$ cat src/rtl/tctx_cam_match.sv
module tctx_cam_match #(
  parameter int BLK_W  = 4,
  parameter int IDX_W  = 20,
  parameter int TID_W  = 7,
  parameter int LS_W   = 12,
  parameter int WORD_W = 32
) (
  input  logic              clk,
  input  logic              rst_n,
  input  logic              req,
  input  logic              fmt,
  input  logic              ign,
  input  logic [BLK_W-1:0]  tgt_blk,
  input  logic [IDX_W-1:0]  tgt_idx,
  input  logic [LS_W-1:0]   ls_num,
  input  logic [BLK_W-1:0]  chip_blk,
  input  logic [TID_W-1:0]  thr_num,
  input  logic              hw_valid,
  input  logic [WORD_W-1:0] pool_ctx,
  input  logic [WORD_W-1:0] os_ctx,
  input  logic [WORD_W-1:0] usr_ctx,
  output logic              hit,
  output logic [1:0]        lvl
);

  localparam int CAM_W = BLK_W + IDX_W;
  localparam int FLD_W = WORD_W - 1;
  localparam int NB    = WORD_W / 8;
  localparam int NCTX  = 3;
  localparam int C_USR = 0;
  localparam int C_OS  = 1;
  localparam int C_POOL = 2;
  localparam logic [1:0] L_USR = 2'd0, L_OS = 2'd1, L_POOL = 2'd2, L_HW = 2'd3;

  logic [WORD_W-1:0] raw [NCTX];
  logic [WORD_W-1:0] be  [NCTX];

  assign raw[C_USR]  = usr_ctx;
  assign raw[C_OS]   = os_ctx;
  assign raw[C_POOL] = pool_ctx;

  for (genvar c = 0; c < NCTX; c++) begin : g_ctx
    for (genvar b = 0; b < NB; b++) begin : g_byte
      assign be[c][8*b +: 8] = raw[c][WORD_W-8-8*b +: 8];
    end
  end

  logic [CAM_W-1:0] tgt_cam, hw_cam;
  logic [IDX_W-1:0] hw_idx;
  logic             m_hw, m_pool, m_os, m_usr;
  logic             hit_n;
  logic [1:0]       lvl_n;

  assign tgt_cam = {tgt_blk, tgt_idx};
  assign hw_idx  = (IDX_W'(1) << TID_W) | IDX_W'(thr_num);
  assign hw_cam  = {chip_blk, hw_idx};

  assign m_hw   = hw_valid && (tgt_cam == hw_cam);
  assign m_pool = be[C_POOL][FLD_W] && (be[C_POOL][FLD_W-1:0] == FLD_W'(tgt_cam));
  assign m_os   = be[C_OS][FLD_W]   && (be[C_OS][FLD_W-1:0]   == FLD_W'(tgt_cam));
  assign m_usr  = m_os && be[C_USR][FLD_W] && (be[C_USR][FLD_W-1:0] == FLD_W'(ls_num));

  always_comb begin
    hit_n = 1'b0;
    lvl_n = L_USR;
    if (fmt) begin
      hit_n = m_usr;
    end else if (!ign) begin
      if (m_hw) begin
        hit_n = 1'b1;
        lvl_n = L_HW;
      end else if (m_pool) begin
        hit_n = 1'b1;
        lvl_n = L_POOL;
      end else if (m_os) begin
        hit_n = 1'b1;
        lvl_n = L_OS;
      end
    end
  end

  always_ff @(posedge clk or negedge rst_n) begin
    if (!rst_n) begin
      hit <= 1'b0;
      lvl <= L_USR;
    end else if (req) begin
      hit <= hit_n;
      lvl <= lvl_n;
    end
  end

  AST_IGNORE_NO_HIT: assert property (@(posedge clk) disable iff (!rst_n)
    req && !fmt && ign |=> !hit && lvl == L_USR);
  AST_NO_HIT_LVL_ZERO: assert property (@(posedge clk) disable iff (!rst_n)
    !hit |-> lvl == L_USR);
  AST_HOLD_IDLE: assert property (@(posedge clk) disable iff (!rst_n)
    !req |=> $stable(hit) && $stable(lvl));
  AST_USER_MODE_LEVEL: assert property (@(posedge clk) disable iff (!rst_n)
    req && fmt |=> lvl == L_USR);
  AST_USER_NEEDS_VALID: assert property (@(posedge clk) disable iff (!rst_n)
    req && fmt && !(be[C_OS][FLD_W] && be[C_USR][FLD_W]) |=> !hit);
  AST_HW_NEEDS_VALID: assert property (@(posedge clk) disable iff (!rst_n)
    req && !hw_valid |=> !(hit && lvl == L_HW));
  AST_F0_NOT_USER: assert property (@(posedge clk) disable iff (!rst_n)
    req && !fmt |=> !hit || lvl != L_USR);

endmodule

$ cat config.mk
export PLATFORM = sky130hd
export DESIGN_NAME = tctx_cam_match
export DESIGN_NICKNAME = d
export VERILOG_FILES = /design/src/rtl/tctx_cam_match.sv
export SDC_FILE = /design/constraint.sdc
export NUM_CORES = 1
export LEC_CHECK = 0
export BUFFER_PORTS_ARGS = -buffer_cell sky130_fd_sc_hd__buf_2
export CORE_ASPECT_RATIO = 0.7
export CORE_MARGIN = 2
export CORE_UTILIZATION = 33
export DETAILED_ROUTE_END_ITERATION = 10
export PLACE_DENSITY_LB_ADDON = 0.05
export RECOVER_POWER = 50
export SKIP_LAST_GASP = 1
export SYNTH_ARGS = -nofsm -noshare
export SYNTH_HDL_FRONTEND = slang
export SYNTH_SLANG_ARGS = --single-unit
export TNS_END_PERCENT = 50
$ cat constraint.sdc
create_clock -name clk -period 2.2 [get_ports clk]
set_clock_uncertainty 0.15 [all_clocks]
set_input_delay 0.33 -clock clk [delete_from_list [all_inputs] [get_ports clk]]
set_output_delay 0.33 -clock clk [all_outputs]
set_load 0.05 [all_outputs]
==> impl_metrics.prom, run 1 <==
# TYPE chip_impl_metric gauge
chip_impl_info{name="result_of_the_run",value="finished, final reports clean"} 1
chip_impl_metric{name="drt_pass1_iterations",unit=""} 4
chip_impl_info{name="crit_path_top_delay_cell",value="sky130_fd_sc_hd__or4_1"} 1
chip_impl_info{name="synth_top_cells_by_area",value="sky130_fd_sc_hd__xnor2_1, sky130_fd_sc_hd__xor2_1, sky130_fd_sc_hd__nand4_1"} 1
chip_impl_metric{name="maximum_number_of_pins_on_one_net_before_global_route_repair",unit=""} 6
chip_impl_metric{name="syn_to_final_growth",unit="%"} 80.2
chip_impl_metric{name="placement_rows",unit=""} 17
chip_impl_metric{name="vias_per_cell",unit=""} 4.71
chip_impl_metric{name="floorplan.initialDensity",unit=""} 0.344
chip_impl_info{name="timing_worst_setup_path_type",value="input port to flip-flop"} 1
chip_impl_metric{name="post_cts_buffers",unit=""} 0
chip_impl_info{name="ys_dominant_reg_cell",value="sky130_fd_sc_hd__dfrtp_1"} 1
chip_impl_metric{name="cts_num_sinks",unit=""} 3
chip_impl_metric{name="worstMarginPinSlew",unit="ns"} 0.599
chip_impl_info{name="cp-end-kind",value="flip-flop"} 1
chip_impl_metric{name="synth_area",unit="mm^2"} 0.00108
chip_impl_metric{name="gr-usage-all-layers",unit=""} 0.201
chip_impl_metric{name="cts_max_level",unit=""} 1
chip_impl_metric{name="postSynthNetCount",unit=""} 278
chip_impl_metric{name="cts_buffer_depth",unit=""} 2
chip_impl_metric{name="fp.dieH",unit="um"} 51.8
chip_impl_metric{name="globalplace.congestion",unit=""} 0.831
chip_impl_info{name="rsz0062_at_grt",value="false"} 1
chip_impl_metric{name="route.antenna.remaining_nets",unit=""} 0
chip_impl_metric{name="synth_async_sr_flop_share",unit=""} 1.00
chip_impl_metric{name="synth_seq_area_share",unit=""} 0.0698
chip_impl_info{name="synth.most_common_cell",value="sky130_fd_sc_hd__xnor2_1"} 1
chip_impl_metric{name="syn-instance-count",unit=""} 129
chip_impl_metric{name="power.static_leakage",unit="nW"} 0.914
chip_impl_metric{name="worstPathRequired",unit="ns"} 2.16
chip_impl_info{name="crit_path_cell_trace",value="buf_2 > nor4b_1 > nand4_1 > or4_1 > nor3_1 > o21ai_0 > a31o_1"} 1
chip_impl_metric{name="report.final.setup_viol",unit=""} 0
chip_impl_metric{name="slew-limit-headroom",unit=""} 0.603
chip_impl_metric{name="final_period_minus_worst_setup_slack",unit="ns"} 1.94
chip_impl_metric{name="min_period_over_period",unit=""} 0.880
chip_impl_info{name="clockRootBuffer",value="sky130_fd_sc_hd__clkbuf_8"} 1
chip_impl_metric{name="yosysUniqueCellTypes",unit=""} 22
chip_impl_metric{name="antenna_cells",unit=""} 0
chip_impl_metric{name="standard_cell_core_area",unit="mm^2"} 0.00313
chip_impl_metric{name="place_hpwl",unit="um"} 3650
chip_impl_metric{name="design_area",unit="mm^2"} 0.00194
chip_impl_metric{name="remaining_drc_errors",unit=""} 0
chip_impl_metric{name="insertion_delay",unit="ns"} 0.22
chip_impl_metric{name="cts-buffers-inserted",unit=""} 3
chip_impl_metric{name="via_count_of_the_first_global_routing_pass",unit=""} 1396
chip_impl_metric{name="power_per_cell_area",unit="mW/mm^2"} 277
chip_impl_metric{name="global_route_wire_length_before_repair",unit="um"} 5920
chip_impl_metric{name="fp.dieArea",unit="mm^2"} 0.00374
chip_impl_info{name="yosysTopAreaCell",value="sky130_fd_sc_hd__xnor2_1"} 1
chip_impl_metric{name="port_buffers",unit=""} 151
chip_impl_info{name="critPathLaunchType",value="input port"} 1
chip_impl_metric{name="power_total",unit="mW"} 0.538
chip_impl_metric{name="grt_overflow",unit=""} 0
chip_impl_metric{name="num_vias",unit=""} 1527
chip_impl_info{name="clock_tree_from_tritoncts",value="yes"} 1
chip_impl_metric{name="hold_viol",unit=""} 0
chip_impl_metric{name="clk_pin_slew_worst_paths",unit="ns"} 0.03
chip_impl_metric{name="dpl_worst_slack",unit="ns"} -0.00734
chip_impl_metric{name="post_route_cells_drive_above_1_share",unit=""} 0.549
chip_impl_metric{name="maxClockFrequency",unit="MHz"} 516
chip_impl_metric{name="synth_edf_count",unit=""} 0
chip_impl_metric{name="finalMaxSlewViolations",unit=""} 0
chip_impl_metric{name="yosysTopAreaCellShare",unit=""} 0.431
chip_impl_metric{name="synth.yosys.warnings",unit=""} 0
chip_impl_metric{name="finish.net_count",unit=""} 436
chip_impl_metric{name="drt-total-wl",unit="um"} 3870
chip_impl_metric{name="drv.max_cap_violation_count",unit=""} 0
chip_impl_info{name="hold_class",value="input port to flip-flop"} 1
chip_impl_metric{name="postPlaceCellArea",unit="mm^2"} 0.00189
chip_impl_metric{name="wl_per_cell",unit="um"} 11.9
chip_impl_metric{name="crit_arrival",unit="ns"} 1.89
chip_impl_metric{name="floorplan.die.width",unit="um"} 72.3
chip_impl_metric{name="fin_ws",unit="ns"} 0.264
chip_impl_metric{name="final.hold.worst_slack",unit="ns"} 0.234
chip_impl_info{name="synth_top_cells_by_count",value="sky130_fd_sc_hd__xnor2_1, sky130_fd_sc_hd__xor2_1, sky130_fd_sc_hd__nand4_1"} 1
chip_impl_metric{name="maximum_fanout_along_the_worst_path",unit=""} 2
chip_impl_metric{name="vdd_drop_max",unit="uV"} 155
chip_impl_metric{name="synthesis.area_per_instance",unit="um^2"} 8.34
chip_impl_metric{name="io-pin-count",unit=""} 152
chip_impl_metric{name="critical-path-max-stage-delay",unit="ns"} 0.46
chip_impl_metric{name="yosys_register_bits",unit=""} 3
chip_impl_metric{name="detail_route.iter0.violations",unit=""} 31
chip_impl_metric{name="number_of_antenna_violations_at_the_first_check_in_global_routing",unit=""} 0
[sequential cells by signal (all words and copies together) (netlist names)]
| name | flops |
|---|---|
| lvl | 2 |
| hit | 1 |
[area by class of cell]
cell class	instances	area [um^2]
clock buffer	4	45.0
fill	311	1190
inverter	1	3.75
multi-input combinational	125	997
sequential	3	75.1
tap	38	47.5
timing repair buffer	153	771
[worst paths after layout]
path                                            to  cells after the start                from  slack (ns)
worst min register to register     hit$_DFFE_PN0P_                      2     hit$_DFFE_PN0P_        0.39
min in group asynchronous       lvl[0]$_DFFE_PN0P_                      2               rst_n        0.31
max in group asynchronous       lvl[1]$_DFFE_PN0P_                      2               rst_n        1.42
worst max register to register  lvl[0]$_DFFE_PN0P_                      2  lvl[0]$_DFFE_PN0P_        1.27
worst min-delay path               hit$_DFFE_PN0P_                      2                 req        0.23
worst max-delay path            lvl[0]$_DFFE_PN0P_                      7         pool_ctx[1]        0.26
[placed cells by master, fill, tap and decap left out, types with 3 or more instances in the layout]
cell type                  synthesis  final
sky130_fd_sc_hd__xnor2_1          53     53
sky130_fd_sc_hd__clkbuf_8          0      3
sky130_fd_sc_hd__buf_2             0    149
sky130_fd_sc_hd__xor2_1           18     18
sky130_fd_sc_hd__nand2_1           3      3
sky130_fd_sc_hd__nand4_1          14     14
sky130_fd_sc_hd__nor3_1            5      5
sky130_fd_sc_hd__nor2_1            3      3
sky130_fd_sc_hd__or4_1             5      5
sky130_fd_sc_hd__clkbuf_1          0      3
sky130_fd_sc_hd__dfrtp_1           3      3
sky130_fd_sc_hd__nor4_1           10     10
[report_power, final]
part	leakage, nW	switching, mW	internal (mW)
clock network	0.0228	0.0389	0.124
logic	0.851	0.132	0.185
registers	0.0405	0.000623	0.0568
total	0.914	0.172	0.366
[layer usage]
layer  wire, um  up-vias  track usage
li1           -      786            -
met1       1710      673        0.273
met2       1810       66        0.327
met3        344        2       0.0484
met4          8        0       0.0377
met5          0        -            0
[cell families after synthesis]
family / count (synthesis) / synth area share
multiplexers: 1 / 0.00930
XOR/XNOR: 71 / 0.578
flip-flops: 3 / 0.0698
buffers and inverters: 1 / 0.00349
AND/OR/NAND/NOR: 48 / 0.305
AO/OA/AOI/OAI: 5 / 0.0349
[worst max-delay path, delay by kind of cell]
family / cells / cell delay (ns)
buffers and inverters: 1 / 0.10
AO/OA/AOI/OAI: 2 / 0.34
AND/OR/NAND/NOR: 4 / 1.13
[what timing repair did]
action | CTS | global route
gates resized for setup | 0 | 0
endpoints found under the hold margin | 3 | 0
hold buffers | 1 | 0
setup endpoints to repair | 0 | 0
[through the flow]
step | cells | setup TNS, ns | util
2_1_floorplan | 129 | 0 | -
3_3_place_gp | 319 | 0 | 0.603
3_5_place_dp | 319 | -0.00734 | 0.603
4_1_cts | 324 | 0 | 0.621
5_1_grt | 324 | 0 | 0.620
6_report | 324 | 0 | 0.620
(Power assumes the default switching activity.)
==> run 2, diff against run 1 <==
Settings changed: BUFFER_PORTS_ARGS -buffer_cell sky130_fd_sc_hd__buf_2 to not set, CORE_AREA set to 2 2 58 60, CORE_ASPECT_RATIO 0.7 to not set, CORE_MARGIN 2 to not set, CORE_UTILIZATION 33 to not set, CTS_CLUSTER_SIZE set to 28, DIE_AREA set to 0 0 60 62, DONT_BUFFER_PORTS set to 1, GPL_ROUTABILITY_DRIVEN set to 0.
==> impl_metrics.prom, run 2 (synthesis results as in run 1) <==
# TYPE chip_impl_metric gauge
chip_impl_metric{name="number_of_antenna_violations_at_the_first_check_in_global_routing",unit=""} 0
chip_impl_metric{name="cts_buffer_depth",unit=""} 2
chip_impl_metric{name="ff2ff_setup_slack",unit="ns"} 0.98
chip_impl_metric{name="number_of_flip_flops_under_the_largest_register_name",unit=""} 2
chip_impl_metric{name="report.final.setup_viol",unit=""} 0
chip_impl_metric{name="postPlaceCellArea",unit="mm^2"} 0.00113
chip_impl_info{name="leading_cell_types_in_the_layout_fill_and_taps_excluded",value="sky130_fd_sc_hd__xnor2_1, sky130_fd_sc_hd__xor2_1, sky130_fd_sc_hd__nand4_1, sky130_fd_sc_hd__nor4_1"} 1
chip_impl_metric{name="crit_arrival",unit="ns"} 1.78
chip_impl_metric{name="worstMarginPinSlew",unit="ns"} 0.480
chip_impl_metric{name="num_vias",unit=""} 1010
chip_impl_metric{name="fp.dieArea",unit="mm^2"} 0.00372
chip_impl_metric{name="grt_overflow",unit=""} 0
chip_impl_metric{name="min_period_over_period",unit=""} 0.809
chip_impl_metric{name="maxClockFrequency",unit="MHz"} 562
chip_impl_info{name="critPathLaunchType",value="input port"} 1
chip_impl_metric{name="holdPathStages",unit=""} 1
chip_impl_metric{name="hold_viol",unit=""} 0
chip_impl_metric{name="port_buffers",unit=""} 0
chip_impl_metric{name="floorplan.initialDensity",unit=""} 0.338
chip_impl_info{name="hold_class",value="input port to flip-flop"} 1
chip_impl_metric{name="io-pin-count",unit=""} 152
chip_impl_metric{name="power_per_cell_area",unit="mW/mm^2"} 259
chip_impl_metric{name="via_count_of_the_first_global_routing_pass",unit=""} 1026
chip_impl_metric{name="drv.max_cap_violation_count",unit=""} 0
chip_impl_info{name="cp-end-kind",value="flip-flop"} 1
chip_impl_info{name="timing.rr.end",value="lvl[0]$_DFFE_PN0P_"} 1
chip_impl_metric{name="global_route_wire_length_before_repair",unit="um"} 4420
chip_impl_metric{name="finalMaxSlewViolations",unit=""} 0
chip_impl_metric{name="cts_max_level",unit=""} 1
chip_impl_metric{name="cts_num_sinks",unit=""} 3
chip_impl_info{name="rsz0062_at_grt",value="false"} 1
chip_impl_info{name="final_common_cell",value="sky130_fd_sc_hd__xnor2_1"} 1
chip_impl_metric{name="placement_rows",unit=""} 21
chip_impl_metric{name="maximum_number_of_pins_on_one_net_before_global_route_repair",unit=""} 6
chip_impl_metric{name="final_period_minus_worst_setup_slack",unit="ns"} 1.78
chip_impl_metric{name="insertion_delay",unit="ns"} 0.23
chip_impl_metric{name="finish.net_count",unit=""} 284
chip_impl_info{name="critical_path.reg2reg.startpoint",value="lvl[0]$_DFFE_PN0P_"} 1
chip_impl_info{name="reg.largest.list",value="lvl x2, hit x1"} 1
chip_impl_metric{name="vdd_drop_max",unit="uV"} 78.3
chip_impl_metric{name="wl_per_cell",unit="um"} 18.5
chip_impl_metric{name="standard_cell_core_area",unit="mm^2"} 0.00318
chip_impl_metric{name="detail_route.iter0.violations",unit=""} 20
chip_impl_metric{name="vias_per_cell",unit=""} 5.61
chip_impl_metric{name="antenna_cells",unit=""} 0
chip_impl_metric{name="floorplan.die.width",unit="um"} 60
chip_impl_info{name="clock_tree_from_tritoncts",value="yes"} 1
chip_impl_metric{name="place_hpwl",unit="um"} 3210
chip_impl_info{name="hold_path.startpoint",value="req"} 1
chip_impl_metric{name="clk_pin_slew_worst_paths",unit="ns"} 0.04
chip_impl_info{name="result_of_the_run",value="finished, final reports clean"} 1
chip_impl_metric{name="fp.dieH",unit="um"} 62
chip_impl_metric{name="post_route_cells_drive_above_1_share",unit=""} 0.0522
chip_impl_info{name="timing_worst_setup_path_type",value="input port to flip-flop"} 1
chip_impl_metric{name="power.static_leakage",unit="nW"} 0.311
chip_impl_metric{name="design_area",unit="mm^2"} 0.00117
chip_impl_metric{name="reg2regPathDepth",unit=""} 2
chip_impl_info{name="largest_register",value="lvl"} 1
chip_impl_metric{name="drt_pass1_iterations",unit=""} 4
chip_impl_metric{name="syn_to_final_growth",unit="%"} 8.72
chip_impl_metric{name="route.antenna.remaining_nets",unit=""} 0
chip_impl_metric{name="gr-usage-all-layers",unit=""} 0.163
chip_impl_metric{name="worstPathRequired",unit="ns"} 2.20
chip_impl_info{name="clockRootBuffer",value="sky130_fd_sc_hd__clkbuf_4"} 1
chip_impl_metric{name="cts-buffers-inserted",unit=""} 3
chip_impl_metric{name="drt-total-wl",unit="um"} 3330
chip_impl_metric{name="remaining_drc_errors",unit=""} 0
chip_impl_metric{name="slew-limit-headroom",unit=""} 0.680
chip_impl_metric{name="fin_setup_tns",unit="ns"} 0
chip_impl_info{name="endpoint_worst_hold",value="hit$_DFFE_PN0P_"} 1
chip_impl_metric{name="maximum_fanout_along_the_worst_path",unit=""} 3
run 2: layer usage:
layer,vias to the layer above,GRT usage,part of all wire
met5,-,0,0
li1,483,-,-
met3,0,0.0186,0.092
met1,446,0.165,0.33
met2,81,0.356,0.58
met4,0,0.0190,0
run 2: stage by stage:
step / util / hold slack [ns] / setup WS [ns] / power, mW / std cells
floorplan: - / -0.116 / 0.316 / 0.193 / 129
global placement: 0.357 / -0.115 / 0.138 / 0.210 / 175
detailed placement: 0.357 / -0.116 / 0.154 / 0.210 / 175
CTS: 0.368 / 0.0424 / 0.389 / 0.310 / 180
global route: 0.368 / 0.0427 / 0.262 / 0.329 / 180
finish: 0.368 / 0.0477 / 0.421 / 0.303 / 180
run 2: worst max-delay path, cell delays in order:
cell and delay, ns:
sky130_fd_sc_hd__nor4_1 0.28, sky130_fd_sc_hd__nand4_1 0.13, sky130_fd_sc_hd__or4_1 0.55, sky130_fd_sc_hd__o32a_1 0.33, sky130_fd_sc_hd__a31oi_1 0.16
run 2: worst max path at each step:
stage,from,endpoint,slack (ns)
2_1_floorplan,tgt_idx[11],hit$_DFFE_PN0P_,0.32
3_3_place_gp,tgt_idx[11],hit$_DFFE_PN0P_,0.14
3_5_place_dp,tgt_idx[11],hit$_DFFE_PN0P_,0.15
4_1_cts,tgt_idx[11],hit$_DFFE_PN0P_,0.39
5_1_grt,pool_ctx[2],lvl[0]$_DFFE_PN0P_,0.26
6_report,tgt_idx[11],hit$_DFFE_PN0P_,0.42
run 2: report_power, final:
group | internal (mW) | total (mW) | switching (mW)
logic | 0.0956 | 0.147 | 0.0516
registers | 0.0567 | 0.0620 | 0.00534
clock network | 0.0678 | 0.0935 | 0.0257
total | 0.220 | 0.303 | 0.0827
run 2: repair_timing:
item                                   in CTS  in global routing
endpoints found under the hold margin       3                  0
setup buffers                               0                  0
resized for setup                           0                  0
hold buffers                                1                  0
run 2: area by class of cell:
type	count	area [um^2]
flip-flops and latches	3	75.1
clock buffers	4	26.3
inverters	1	3.75
multi-input cells	125	997
well taps	46	57.6
repair buffers	1	10.0
fillers	341	2010
